## config.mk

```make
export PLATFORM = sky130hd
export DESIGN_NAME = sdmmc_cmd_engine
export DESIGN_NICKNAME = d
export VERILOG_FILES = /design/src/rtl/sdmmc_cmd_pkg.sv /design/src/rtl/sdmmc_cmd_tx.sv /design/src/rtl/sdmmc_cmd_rx.sv /design/src/rtl/sdmmc_tick_timer.sv /design/src/rtl/sdmmc_cmd_engine.sv
export SDC_FILE = /design/constraint.sdc
export NUM_CORES = 1
export LEC_CHECK = 0
export BUFFER_PORTS_ARGS = -buffer_cell sky130_fd_sc_hd__buf_2
export CAP_MARGIN = 10
export CORE_MARGIN = 3
export CORE_UTILIZATION = 34
export CTS_CLUSTER_SIZE = 20
export DETAILED_ROUTE_END_ITERATION = 8
export SLEW_MARGIN = 20
export SYNTH_ARGS = -nofsm -noshare
export SYNTH_HDL_FRONTEND = slang
export SYNTH_HIERARCHICAL = 1
export SYNTH_SLANG_ARGS = --single-unit
```

## constraint.sdc

```tcl
create_clock -name clk -period 4.3 [get_ports clk]
set_input_delay 0.215 -clock clk [delete_from_list [all_inputs] [get_ports clk]]
set_output_delay 0.215 -clock clk [all_outputs]
set_load 0.02 [all_outputs]
```

## src/rtl/sdmmc_cmd_pkg.sv

```systemverilog
// Shared constants, state type and CRC7 helper for the SD/MMC command engine.
// Assumes the standard 48-bit command frame and 136-bit long reply sizes.
package sdmmc_cmd_pkg;

    localparam int CMD_IDX_W  = 6;
    localparam int CMD_ARG_W  = 32;
    localparam int FRAME_BITS = 48;
    localparam int LONG_BITS  = 136;
    localparam int WORD_W     = 32;
    localparam int WORD_CNT   = 4;
    localparam int CRC_SPAN   = 40;

    typedef enum logic [2:0] {
        ST_IDLE,
        ST_SEND,
        ST_WAIT,
        ST_RECV,
        ST_TAIL
    } eng_state_t;

    // CRC7 (x^7 + x^3 + 1) over CRC_SPAN bits, MSB first, register cleared to zero.
    function automatic logic [6:0] crc7_span(input logic [CRC_SPAN-1:0] bits);
        logic [6:0] acc;
        logic       fb;
        acc = 7'd0;
        for (int i = CRC_SPAN - 1; i >= 0; i--) begin
            fb  = bits[i] ^ acc[6];
            acc = {acc[5:0], 1'b0} ^ (fb ? 7'h09 : 7'h00);
        end
        return acc;
    endfunction

endpackage

```

## src/rtl/sdmmc_cmd_tx.sv

```systemverilog
// Command frame serializer: loads a whole frame, then presents its MSB and
// shifts left on each shift strobe. Assumes the caller issues exactly
// FRAME_BITS shift strobes per load and watches last_bit to stop.
module sdmmc_cmd_tx #(
    parameter int FRAME_BITS = 48
) (
    input  logic                  clk,
    input  logic                  rst_n,
    input  logic                  load,
    input  logic                  shift,
    input  logic [FRAME_BITS-1:0] frame_in,
    output logic                  bit_out,
    output logic                  last_bit
);
    localparam int CW = $clog2(FRAME_BITS + 1);
    localparam logic [CW-1:0] LAST_IDX = CW'(FRAME_BITS - 1);

    logic [FRAME_BITS-1:0] sr;
    logic [CW-1:0]         cnt;

    // Shift register and bit counter: reload on load, advance on shift.
    always_ff @(posedge clk) begin
        if (!rst_n) begin
            sr  <= '1;
            cnt <= '0;
        end else if (load) begin
            sr  <= frame_in;
            cnt <= '0;
        end else if (shift) begin
            sr  <= {sr[FRAME_BITS-2:0], 1'b1};
            cnt <= cnt + 1'b1;
        end
    end

    assign bit_out  = sr[FRAME_BITS-1];
    assign last_bit = (cnt == LAST_IDX);

    p_tx_hold_r3: assert property (@(posedge clk) disable iff (!rst_n)
        (!load && !shift) |=> $stable(sr));

endmodule

```

## src/rtl/sdmmc_cmd_rx.sv

```systemverilog
// Reply deserializer: shifts in one CMD bit per sample strobe, counts bits,
// and flags the final bit of a short or long reply. frame_now shows the
// frame including the bit being sampled, for use on the final sample.
// Assumes clear precedes each reply and the start bit is the first sample.
module sdmmc_cmd_rx #(
    parameter int SHORT_BITS = 48,
    parameter int LONG_BITS  = 136
) (
    input  logic                 clk,
    input  logic                 rst_n,
    input  logic                 clear,
    input  logic                 sample,
    input  logic                 long_mode,
    input  logic                 bit_in,
    output logic                 last_bit,
    output logic [LONG_BITS-1:0] frame_now
);
    localparam int CW = $clog2(LONG_BITS + 1);
    localparam logic [CW-1:0] LAST_SHORT = CW'(SHORT_BITS - 1);
    localparam logic [CW-1:0] LAST_LONG  = CW'(LONG_BITS - 1);
    localparam logic [CW-1:0] MAX_CNT    = CW'(LONG_BITS);

    logic [LONG_BITS-1:0] sr;
    logic [CW-1:0]        cnt;

    // Capture register and received-bit counter.
    always_ff @(posedge clk) begin
        if (!rst_n) begin
            sr  <= '0;
            cnt <= '0;
        end else if (clear) begin
            sr  <= '0;
            cnt <= '0;
        end else if (sample) begin
            sr  <= frame_now;
            cnt <= cnt + 1'b1;
        end
    end

    assign frame_now = {sr[LONG_BITS-2:0], bit_in};
    assign last_bit  = (cnt == (long_mode ? LAST_LONG : LAST_SHORT));

    p_rx_bound_r7: assert property (@(posedge clk) disable iff (!rst_n)
        cnt <= MAX_CNT);

endmodule

```

## src/rtl/sdmmc_tick_timer.sv

```systemverilog
// Bus-tick counter used for the reply window and the post-stop tail.
// Assumes the controller clears it on every state change.
module sdmmc_tick_timer #(
    parameter int MAX_COUNT = 64
) (
    input  logic                         clk,
    input  logic                         rst_n,
    input  logic                         clear,
    input  logic                         step,
    output logic [$clog2(MAX_COUNT+1)-1:0] count
);
    // Counts steps since the last clear.
    always_ff @(posedge clk) begin
        if (!rst_n)      count <= '0;
        else if (clear)  count <= '0;
        else if (step)   count <= count + 1'b1;
    end

endmodule

```

## src/rtl/sdmmc_cmd_engine.sv

```systemverilog
// SD/MMC command engine top: holds index/argument registers, sequences
// send -> wait for reply -> receive -> optional stop tail, and keeps the
// sticky reply status and the four response words.
// Assumes bus_tick is a one-cycle enable from an external divider and the
// CMD line pad/pull-up logic lives outside this block.
module sdmmc_cmd_engine
    import sdmmc_cmd_pkg::*;
#(
    parameter int RESP_WAIT_TICKS = 64,
    parameter int STOP_TAIL_TICKS = 8,
    parameter int STOP_CMD_IDX    = 12
) (
    input  logic                 clk,
    input  logic                 rst_n,
    input  logic                 bus_tick,
    input  logic                 idx_wr,
    input  logic [CMD_IDX_W-1:0] idx_wdata,
    input  logic                 arg_wr,
    input  logic [CMD_ARG_W-1:0] arg_wdata,
    input  logic                 run,
    input  logic                 run_get_resp,
    input  logic                 run_long_resp,
    input  logic                 run_ignore_crc,
    input  logic                 cmd_in,
    output logic                 cmd_out,
    output logic                 cmd_oe,
    output logic                 busy,
    output logic                 resp_timeout,
    output logic                 resp_crc_err,
    output logic                 resp_err,
    output logic [WORD_W-1:0]    resp_word0,
    output logic [WORD_W-1:0]    resp_word1,
    output logic [WORD_W-1:0]    resp_word2,
    output logic [WORD_W-1:0]    resp_word3
);
    localparam int TMR_MAX = (RESP_WAIT_TICKS > STOP_TAIL_TICKS) ? RESP_WAIT_TICKS : STOP_TAIL_TICKS;
    localparam int TW      = $clog2(TMR_MAX + 1);
    localparam logic [TW-1:0] WAIT_LAST = TW'(RESP_WAIT_TICKS - 1);
    localparam logic [TW-1:0] TAIL_LAST = TW'(STOP_TAIL_TICKS - 1);
    localparam logic [CMD_IDX_W-1:0] STOP_IDX = CMD_IDX_W'(STOP_CMD_IDX);

    eng_state_t            state, state_nxt, post_state;
    logic [CMD_IDX_W-1:0]  idx_q;
    logic [CMD_ARG_W-1:0]  arg_q;
    logic                  get_q, long_q, ign_q, stop_q;
    logic                  accept;
    logic                  tx_bit, tx_last, rx_last;
    logic [LONG_BITS-1:0]  fin;
    logic [TW-1:0]         tmr;
    logic                  wait_expired, tail_done, finish_rx, rx_sample;
    logic [CRC_SPAN-1:0]   tx_head;
    logic [FRAME_BITS-1:0] tx_frame;
    logic                  crc_bad, frame_bad;
    logic [WORD_CNT-1:0][WORD_W-1:0] words_q;

    assign accept       = run && (state == ST_IDLE);
    assign wait_expired = (tmr == WAIT_LAST);
    assign tail_done    = (tmr == TAIL_LAST);
    assign finish_rx    = (state == ST_RECV) && bus_tick && rx_last;
    assign rx_sample    = bus_tick && (((state == ST_WAIT) && !cmd_in) || (state == ST_RECV));
    assign tx_head      = {1'b0, 1'b1, idx_q, arg_q};
    assign tx_frame     = {tx_head, crc7_span(tx_head), 1'b1};
    assign post_state   = stop_q ? ST_TAIL : ST_IDLE;

    // Index and argument registers, written independently at any time.
    always_ff @(posedge clk) begin
        if (!rst_n) begin
            idx_q <= '0;
            arg_q <= '0;
        end else begin
            if (idx_wr) idx_q <= idx_wdata;
            if (arg_wr) arg_q <= arg_wdata;
        end
    end

    // Next-state selection for the transaction sequencer.
    always_comb begin
        state_nxt = state;
        unique case (state)
            ST_IDLE: if (run) state_nxt = ST_SEND;
            ST_SEND: if (bus_tick && tx_last)
                         state_nxt = get_q ? ST_WAIT : post_state;
            ST_WAIT: if (bus_tick) begin
                         if (!cmd_in)          state_nxt = ST_RECV;
                         else if (wait_expired) state_nxt = post_state;
                     end
            ST_RECV: if (bus_tick && rx_last) state_nxt = post_state;
            ST_TAIL: if (bus_tick && tail_done) state_nxt = ST_IDLE;
            default: state_nxt = ST_IDLE;
        endcase
    end

    // Sequencer state register.
    always_ff @(posedge clk) begin
        if (!rst_n) state <= ST_IDLE;
        else        state <= state_nxt;
    end

    sdmmc_cmd_tx #(.FRAME_BITS(FRAME_BITS)) i_tx (
        .clk      (clk),
        .rst_n    (rst_n),
        .load     (accept),
        .shift    ((state == ST_SEND) && bus_tick),
        .frame_in (tx_frame),
        .bit_out  (tx_bit),
        .last_bit (tx_last)
    );

    sdmmc_cmd_rx #(.SHORT_BITS(FRAME_BITS), .LONG_BITS(LONG_BITS)) i_rx (
        .clk       (clk),
        .rst_n     (rst_n),
        .clear     (accept),
        .sample    (rx_sample),
        .long_mode (long_q),
        .bit_in    (cmd_in),
        .last_bit  (rx_last),
        .frame_now (fin)
    );

    sdmmc_tick_timer #(.MAX_COUNT(TMR_MAX)) i_timer (
        .clk   (clk),
        .rst_n (rst_n),
        .clear (state_nxt != state),
        .step  (bus_tick),
        .count (tmr)
    );

    // Reply checks evaluated on the final reply bit.
    always_comb begin
        crc_bad = (crc7_span(fin[FRAME_BITS-1:8]) != fin[7:1]);
        if (long_q)
            frame_bad = fin[LONG_BITS-1] | fin[LONG_BITS-2] | ~(&fin[LONG_BITS-3:LONG_BITS-8]) | ~fin[0];
        else
            frame_bad = fin[FRAME_BITS-1] | fin[FRAME_BITS-2] | ~fin[0];
    end

    // Per-command flags and sticky status bits.
    always_ff @(posedge clk) begin
        if (!rst_n) begin
            get_q <= 1'b0; long_q <= 1'b0; ign_q <= 1'b0; stop_q <= 1'b0;
            resp_timeout <= 1'b0; resp_crc_err <= 1'b0; resp_err <= 1'b0;
        end else if (accept) begin
            get_q  <= run_get_resp;
            long_q <= run_long_resp;
            ign_q  <= run_ignore_crc;
            stop_q <= (idx_q == STOP_IDX);
            resp_timeout <= 1'b0; resp_crc_err <= 1'b0; resp_err <= 1'b0;
        end else begin
            if ((state == ST_WAIT) && bus_tick && cmd_in && wait_expired)
                resp_timeout <= 1'b1;
            if (finish_rx) begin
                resp_crc_err <= !long_q && !ign_q && crc_bad;
                resp_err     <= frame_bad;
            end
        end
    end

    // Response word capture: all words for a long reply, word 0 for a short one.
    for (genvar w = 0; w < WORD_CNT; w++) begin : g_word
        always_ff @(posedge clk) begin
            if (!rst_n)
                words_q[w] <= '0;
            else if (finish_rx) begin
                if (long_q)
                    words_q[w] <= fin[w*WORD_W +: WORD_W];
                else if (w == 0)
                    words_q[w] <= fin[FRAME_BITS-9 -: WORD_W];
            end
        end
    end

    assign resp_word0 = words_q[0];
    assign resp_word1 = words_q[1];
    assign resp_word2 = words_q[2];
    assign resp_word3 = words_q[3];
    assign busy       = (state != ST_IDLE);
    assign cmd_oe     = (state == ST_SEND);
    assign cmd_out    = cmd_oe ? tx_bit : 1'b1;

    p_accept_busy_r1: assert property (@(posedge clk) disable iff (!rst_n)
        (!busy && run) |=> busy);
    p_run_ignored_r2: assert property (@(posedge clk) disable iff (!rst_n)
        (busy && run) |=> $stable({get_q, long_q, ign_q, stop_q}));
    p_line_high_r3: assert property (@(posedge clk) disable iff (!rst_n)
        !cmd_oe |-> cmd_out);
    p_timeout_alone_r5: assert property (@(posedge clk) disable iff (!rst_n)
        resp_timeout |-> (!resp_crc_err && !resp_err));
    p_crc_masked_r6: assert property (@(posedge clk) disable iff (!rst_n)
        resp_crc_err |-> (!ign_q && !long_q));
    p_status_hold_r10: assert property (@(posedge clk) disable iff (!rst_n)
        (!busy && !run) |=> $stable({resp_timeout, resp_crc_err, resp_err}));

endmodule

```

# Word level (Yosys, flattened, before mapping)

Cells that the tools add are included.

Bits in registers: 379
Output and inout port bits: 134
Word-level logic and storage cells: 314

Add/sub/neg operators: 3
Equality and inequality tests: 11
Multiplexer cells: 94
Bitwise operators: 161
Reductions and logical operators: 25

Operators with widths:

| kind                | count |
|---|---|
| $xor 7x4->7         | 73 |
| $mux 4              | 78 |
| $mux 48             | 2 |
| $xor 1x1->1         | 71 |
| $mux 32             | 1 |
| $mux 3              | 9 |
| $pmux 3 s5          | 1 |
| $logic_and 1x1->1   | 14 |
| $xor 6x4->6         | 2 |
| $add 8x1->8 const B | 1 |
| $eq 8x8->1          | 1 |
| $mux 8              | 1 |
| $add 7x1->7 const B | 1 |
| $eq 7x3->1 const B  | 1 |
| $eq 7x6->1 const B  | 1 |
| $ne 7x7->1          | 1 |
| $add 6x1->6 const B | 1 |
| $eq 3x2->1 const B  | 2 |
| $eq 6x4->1 const B  | 1 |
| $eq 6x6->1 const B  | 1 |
| $reduce_and 6->1    | 1 |
| $or 1x1->1          | 5 |
| $xor 1x1->1 const B | 5 |
| $xor 5x4->5         | 1 |
| 13 further kinds    | 19 |

# Logic depth before layout (Yosys ltp)

Word-level depth: 115
Gate-level depth with buffers: 13
Mapped depth without buffers: 13

# Cells and area by module

The synthesis kept the hierarchy.

Modules (own cells, without submodules):

| module           | instances | cells an instance | area each (um^2) | sequential area each (um^2) |
|---|---|---|---|---|
| sdmmc_cmd_engine | 1         | 932               | 8455.6           | 3523.4 |
| sdmmc_cmd_rx     | 1         | 481               | 5156.2           | 2862.7 |
| sdmmc_cmd_tx     | 1         | 238               | 2731.4           | 1081.0 |
| sdmmc_tick_timer | 1         | 30                | 279.0            | 140.1 |

# Least setup slack after synthesis

Ideal clock, no wire load.

Kind: register -> register
Start: register i_rx.sr[46]
End: register resp_crc_err
Setup time: 130 ps
Arrival time: 2596 ps
Required time: 4170 ps
Path slack: 1574 ps
Cell stages (with the launch flop): 11
Clock period less this slack: 2726 ps
Path through: dfxtp_1 > buf_2 > xnor2_2 > xnor3_1 > xnor3_2 > xor2_2 > xnor2_1 > xor3_1 > or2_1 > o221ai_1 > nand4_1

Cells in the longest elaborated chain, start to end: 60

RTL lines:

| element                                           | RTL line                                 | source |
|---|---|---|
| start: declaration                                | sdmmc_cmd_rx.sv:23                       | `logic [LONG_BITS-1:0] sr;` |
| start signal: assignment                          | sdmmc_cmd_rx.sv:35                       | `sr <= frame_now;` |
| $mux 4 *                                          | sdmmc_cmd_pkg.sv:28                      | `acc = {acc[5:0], 1'b0} ^ (fb ? 7'h09 : 7'h00);` |
| $xor 5x4->5 *                                     | sdmmc_cmd_pkg.sv:28                      |  |
| $xor 6x4->6 *                                     | sdmmc_cmd_pkg.sv:28                      |  |
| $xor 7x4->7 *                                     | sdmmc_cmd_pkg.sv:28                      |  |
| $xor 1x1->1 / $xor 7x4->7 (equally long branches) | sdmmc_cmd_pkg.sv:27, sdmmc_cmd_pkg.sv:28 |  |
| $mux 4 / $xor 7x4->7 (equally long branches)      | sdmmc_cmd_pkg.sv:28                      |  |
| $xor 7x4->7 * (4 in series)                       | sdmmc_cmd_pkg.sv:28                      |  |
| $xor 1x1->1 / $xor 7x4->7 (equally long branches) | sdmmc_cmd_pkg.sv:27, sdmmc_cmd_pkg.sv:28 |  |
| (+35 left out)                                    | -                                        |  |
| $xor 1x1->1 / $xor 7x4->7 (equally long branches) | sdmmc_cmd_pkg.sv:27, sdmmc_cmd_pkg.sv:28 |  |
| $mux 4 / $xor 7x4->7 (equally long branches)      | sdmmc_cmd_pkg.sv:28                      |  |
| $xor 7x4->7 * (7 in series)                       | sdmmc_cmd_pkg.sv:28                      |  |
| $xor 1x1->1 / $xor 7x4->7 (equally long branches) | sdmmc_cmd_pkg.sv:27, sdmmc_cmd_pkg.sv:28 |  |
| $mux 4 / $xor 7x4->7 (equally long branches)      | sdmmc_cmd_pkg.sv:28                      |  |
| $xor 7x4->7 *                                     | sdmmc_cmd_pkg.sv:28                      |  |
| $ne 7x7->1 *                                      | sdmmc_cmd_engine.sv:130                  | `crc_bad = (crc7_span(fin[FRAME_BITS-1:8]) != fin[7:1]);` |
| $logic_and 1x1->1 *                               | sdmmc_cmd_engine.sv:152                  | `resp_crc_err <= !long_q && !ign_q && crc_bad;` |
| end signal: assignment                            | sdmmc_cmd_engine.sv:152                  |  |
| end: declaration                                  | sdmmc_cmd_engine.sv:29                   | `output logic resp_crc_err,` |

Mark *: on every way between the ends. The rest lies on a longest branch, timed or not.
A chain may end at the register's enable or synchronous reset.

# Worst setup path after layout

Start: register i_rx.cnt[3]
End: register words_q, in the netlist resp_word3[15]

Cells in the longest elaborated chain, start to end: 3

RTL lines:

| element                        | RTL line                | source |
|---|---|---|
| start: declaration             | sdmmc_cmd_rx.sv:24      | `logic [CW-1:0] cnt;` |
| start signal: assignment       | sdmmc_cmd_rx.sv:36      | `cnt <= cnt + 1'b1;` |
| $eq 8x8->1                     | sdmmc_cmd_rx.sv:41      | `assign last_bit = (cnt == (long_mode ? LAST_LONG : LAST_SHORT));` |
| named net rx_last              | sdmmc_cmd_engine.sv:47  | `logic tx_bit, tx_last, rx_last;` |
| $logic_and 1x1->1              | sdmmc_cmd_engine.sv:59  | `assign finish_rx = (state == ST_RECV) && bus_tick && rx_last;` |
| $reduce_and 2->1 (no line)     | -                       |  |
| end signal: indexed assignment | sdmmc_cmd_engine.sv:165 | `words_q[w] <= fin[w*WORD_W +: WORD_W];` |
| end signal: indexed assignment | sdmmc_cmd_engine.sv:167 | `words_q[w] <= fin[FRAME_BITS-9 -: WORD_W];` |
| end: declaration               | sdmmc_cmd_engine.sv:54  | `logic [WORD_CNT-1:0][WORD_W-1:0] words_q;` |

The timed path passes the listed nets, and every way through them passes these cells.

==> impl_metrics.env <==
export IMPL_syn2layout_area_growth_pct=18.67
export IMPL_layoutNonFillerInstCount=2498
export IMPL_ctsHtreeMaxLevel=2
export IMPL_cts_path_max_buffers=3
export IMPL_p_leak_nw=7.881
export IMPL_crit_type="reg -> reg"
export IMPL_rrSetupSlack_ns=1.23
export IMPL_clock_latency_ns=0.58
export IMPL_post_cts_setup_buffers=0
export IMPL_track_usage=0.1469
export IMPL_die_w_um=227.1
export IMPL_vias=11740
export IMPL_multiInputGateArea_um2=8476
export IMPL_whs_endpoint="i_timer/count[0]$_SDFFE_PP0P_"
export IMPL_drive_gt1_frac=0.1689
export IMPL_slew_headroom=0.3454
export IMPL_endpoint_kind="register"
export IMPL_rsz0062_at_grt="false"
export IMPL_place_congestion=0.7740
export IMPL_routedWlPerCell_um=15.31
export IMPL_grt_pass1_wl_um=62160
export IMPL_synth_ff_type="dfxtp_1"
export IMPL_clk_pin_slew_worst_paths_ns=0.06
export IMPL_hold_violations=0
export IMPL_max_clock_freq_mhz=325.4
export IMPL_clockRootBuffer="clkbuf_16"
export IMPL_grt_max_degree=219
export IMPL_drc=0
export IMPL_routed_wl_um=38250
export IMPL_synth_async_reset_ratio=0
export IMPL_cts_tree="built"
export IMPL_grt_pass1_vias=11740
export IMPL_hold_path_class="in -> reg"
export IMPL_die_area_um2=51580
export IMPL_arrival_ns=3.56
export IMPL_synth_seq_area_share=0.4577
export IMPL_dr_pass1_iters=5
export IMPL_dp_hpwl_um=24430
export IMPL_period_minus_slack_ns=3.073
export IMPL_rows=80
export IMPL_layout_nets=1903
export IMPL_start_util=0.3460
export IMPL_power_density_nw_per_um2=425.0
export IMPL_cts_buffers=43
export IMPL_core_um2=48050
export IMPL_via_per_inst=4.701
export IMPL_fin_tns_setup_ns=0
export IMPL_yosysUniqueCellTypes=53
export IMPL_slew_viol_final=0
export IMPL_io_buffer_count=181
export IMPL_reg2reg_to="resp_word3[15]$_SDFFE_PN0P_"
export IMPL_place_inst=2378
export IMPL_maxCapViolations=0
export IMPL_syn_avg_cell_area_um2=9.888
export IMPL_setup_viol_count_final=0
export IMPL_min_from="bus_tick"
export IMPL_overflow=0
export IMPL_r2r_start="i_rx/cnt[3]$_SDFFE_PP0P_"
export IMPL_synth_seq_cells=380
export IMPL_syn_area_um2=16620
export IMPL_drtAntennaViolNets=0
export IMPL_finClkSkew_ns=0.03563
export IMPL_fill_cells=4727
export IMPL_drtIter0Drc=595
export IMPL_yosysWarningCount=6
export IMPL_crit_fanout=35
export IMPL_r2r_cells=9
export IMPL_holdPathStages=3
export IMPL_die_h_um=227.1
export IMPL_fin_util=0.4105
export IMPL_antenna_found_initial=0
export IMPL_start_kind="register"
export IMPL_cts_sinks=380
export IMPL_worstMarginPinSlew_ns=0.9805
export IMPL_diodes=0
export IMPL_synth_edf_count=0
export IMPL_syn_inst=1681
export IMPL_crit_required_ns=4.79
export IMPL_irDropWorstVdd_mv=0.2616
export IMPL_ios=182
export IMPL_ff_latch_area_um2=7609
export IMPL_finalCritPeriodShare=0.7146
export IMPL_status="completed"
export IMPL_p_total_mw=8.383
layout by cell type (no fill, tap or decap), types with 4 or more instances in the layout:
| cell type | netlist | final |
|---|---|---|
| dfxtp_1 | 380 | 379 |
| nand2_1 | 291 | 290 |
| mux2i_1 | 260 | 260 |
| buf_2 | 16 | 180 |
| nor2_1 | 166 | 165 |
| xnor2_1 | 108 | 108 |
| a21boi_0 | 77 | 77 |
| nor2b_1 | 44 | 44 |
| mux2_4 | 44 | 44 |
| clkbuf_16 | 0 | 43 |
| dlygate4sd3_1 | 0 | 43 |
| xor2_1 | 39 | 39 |
| o211a_1 | 32 | 32 |
| a21boi_1 | 20 | 20 |
| clkbuf_1 | 61 | 14 |
| o21ai_0 | 12 | 12 |
| a21oi_1 | 10 | 10 |
| clkbuf_8 | 0 | 10 |
| or3_1 | 8 | 8 |
| nand4_1 | 8 | 8 |
| nand2b_1 | 8 | 7 |
| nand3_1 | 7 | 7 |
| buf_4 | 15 | 7 |
| and2_1 | 7 | 6 |
| xnor3_1 | 4 | 4 |
| nor3_1 | 7 | 4 |
| clkinv_2 | 0 | 4 |
| ha_1 | 4 | 4 |
where the power goes:
group	internal, mW	switching, mW	total [mW]
logic	0.559	0.544	1.10
clock network	2.10	1.50	3.61
registers	3.61	0.0675	3.67
total	6.27	2.11	8.38
stage by stage:
step	worst slack, ns	cell area [µm²]	hold WS, ns
final	1.227	19730	0.05343
after global routing	0.8592	19730	0.05950
after CTS	1.197	19720	0.01350
after detailed placement	1.230	17880	0.4454
after global placement	1.260	17880	0.4389
after floorplan	1.574	16630	0.3622
kinds of logic (layout without fill, tap and decap cells):
| logic type | after synthesis | count (layout) | synth area share |
|---|---|---|---|
| flops | 380 | 380 | 0.4577 |
| compound gates | 161 | 161 | 0.07452 |
| fa+ha+maj | 4 | 4 | 0.003011 |
| buf+inv | 112 | 313 | 0.03560 |
| simple gates | 560 | 560 | 0.1427 |
| other cells | 2 | 3 | 0.0004518 |
| xor+xnor | 155 | 155 | 0.08769 |
| mux | 307 | 307 | 0.1983 |
critical path, cell delays in order (launching register included):
cell and delay (ns):
dfxtp_1 0.43, nor4bb_1 0.23, nor2_1 0.07, nor4_1 0.27, nand3_1 0.19, nor2_4 0.53, and2_4 0.51, buf_4 0.43
nand2_1 0.11, a21boi_0 0.16
routing by layer:
metal  vias up  part of all wire  GRT usage
met1      5548              0.49     0.2007
met3        53             0.048    0.03056
met4         0             0.020    0.04393
met5         -                 0          0
met2       210              0.45     0.2347
li1       5933                 -          -
layout make-up:
class                   count  share of cell area
well taps                 615             0.03901
multi-input cells        1190              0.4297
clock inverters            10            0.007231
inverters                   2           0.0003806
repair buffers            234             0.07377
flip-flops and latches    380              0.3857
clock buffers              67             0.06419
Yosys cell counts (2+ instances only):
cell | number | area (µm²)
nor2b_1 | 44 | 275.3
o21ai_0 | 12 | 60.06
xnor3_1 | 4 | 90.09
buf_6 | 4 | 45.04
a31o_2 | 2 | 17.52
ha_1 | 4 | 50.05
a21boi_0 | 77 | 578.1
o211a_1 | 32 | 320.3
nor4b_1 | 2 | 17.52
mux2_4 | 44 | 660.6
clkbuf_1 | 61 | 229.0
nor3_1 | 7 | 35.03
nand2b_1 | 8 | 50.05
and2_1 | 7 | 43.79
nor4_1 | 3 | 18.77
dfxtp_1 | 380 | 7607
nand2_1 | 291 | 1092
a21boi_1 | 20 | 150.1
mux2i_1 | 260 | 2603
or3_1 | 8 | 50.05
nand3_1 | 7 | 35.03
buf_4 | 15 | 112.6
buf_2 | 16 | 80.08
buf_1 | 10 | 37.54
nor2_1 | 166 | 623.1
xnor2_1 | 108 | 945.9
o221ai_1 | 2 | 17.52
a21oi_1 | 10 | 50.05
xor2_1 | 39 | 341.6
o21a_1 | 2 | 15.01
nand4_1 | 8 | 50.05
buf_12 | 4 | 80.08
mux2_2 | 3 | 33.78
conb_1 | 2 | 7.510
flip-flops by register name, summed over array words and instances (netlist names):
register / flops
i_rx/sr: 135
i_tx/sr: 48
arg_q: 32
resp_word0: 32
resp_word1: 32
resp_word2: 32
resp_word3: 32
i_rx/cnt: 8
i_timer/count: 7
i_tx/cnt: 6
idx_q: 6
state: 3
get_q: 1
ign_q: 1
long_q: 1
resp_crc_err: 1
resp_err: 1
resp_timeout: 1
stop_q: 1
how the worst max path moves through the flow:
stage	start	to	cells after the start
floorplan	i_rx/sr[46]$_SDFFE_PP0P_	resp_crc_err$_SDFFE_PP0P_	10
detailed placement	i_rx/cnt[0]$_SDFFE_PP0P_	resp_word2[3]$_SDFFE_PN0P_	9
CTS	i_rx/cnt[3]$_SDFFE_PP0P_	resp_word2[3]$_SDFFE_PN0P_	9
finish	i_rx/cnt[3]$_SDFFE_PP0P_	resp_word3[15]$_SDFFE_PN0P_	9
global route	i_rx/cnt[5]$_SDFFE_PP0P_	resp_word3[15]$_SDFFE_PN0P_	9
global placement	i_rx/cnt[3]$_SDFFE_PP0P_	resp_word3[9]$_SDFFE_PN0P_	9
timing repair:
| item | CTS | global route |
|---|---|---|
| gates resized for setup | 0 | 0 |
| hold buffers | 43 | 0 |
| endpoints found under the hold margin | 44 | 0 |
(Power assumes the default switching activity.)
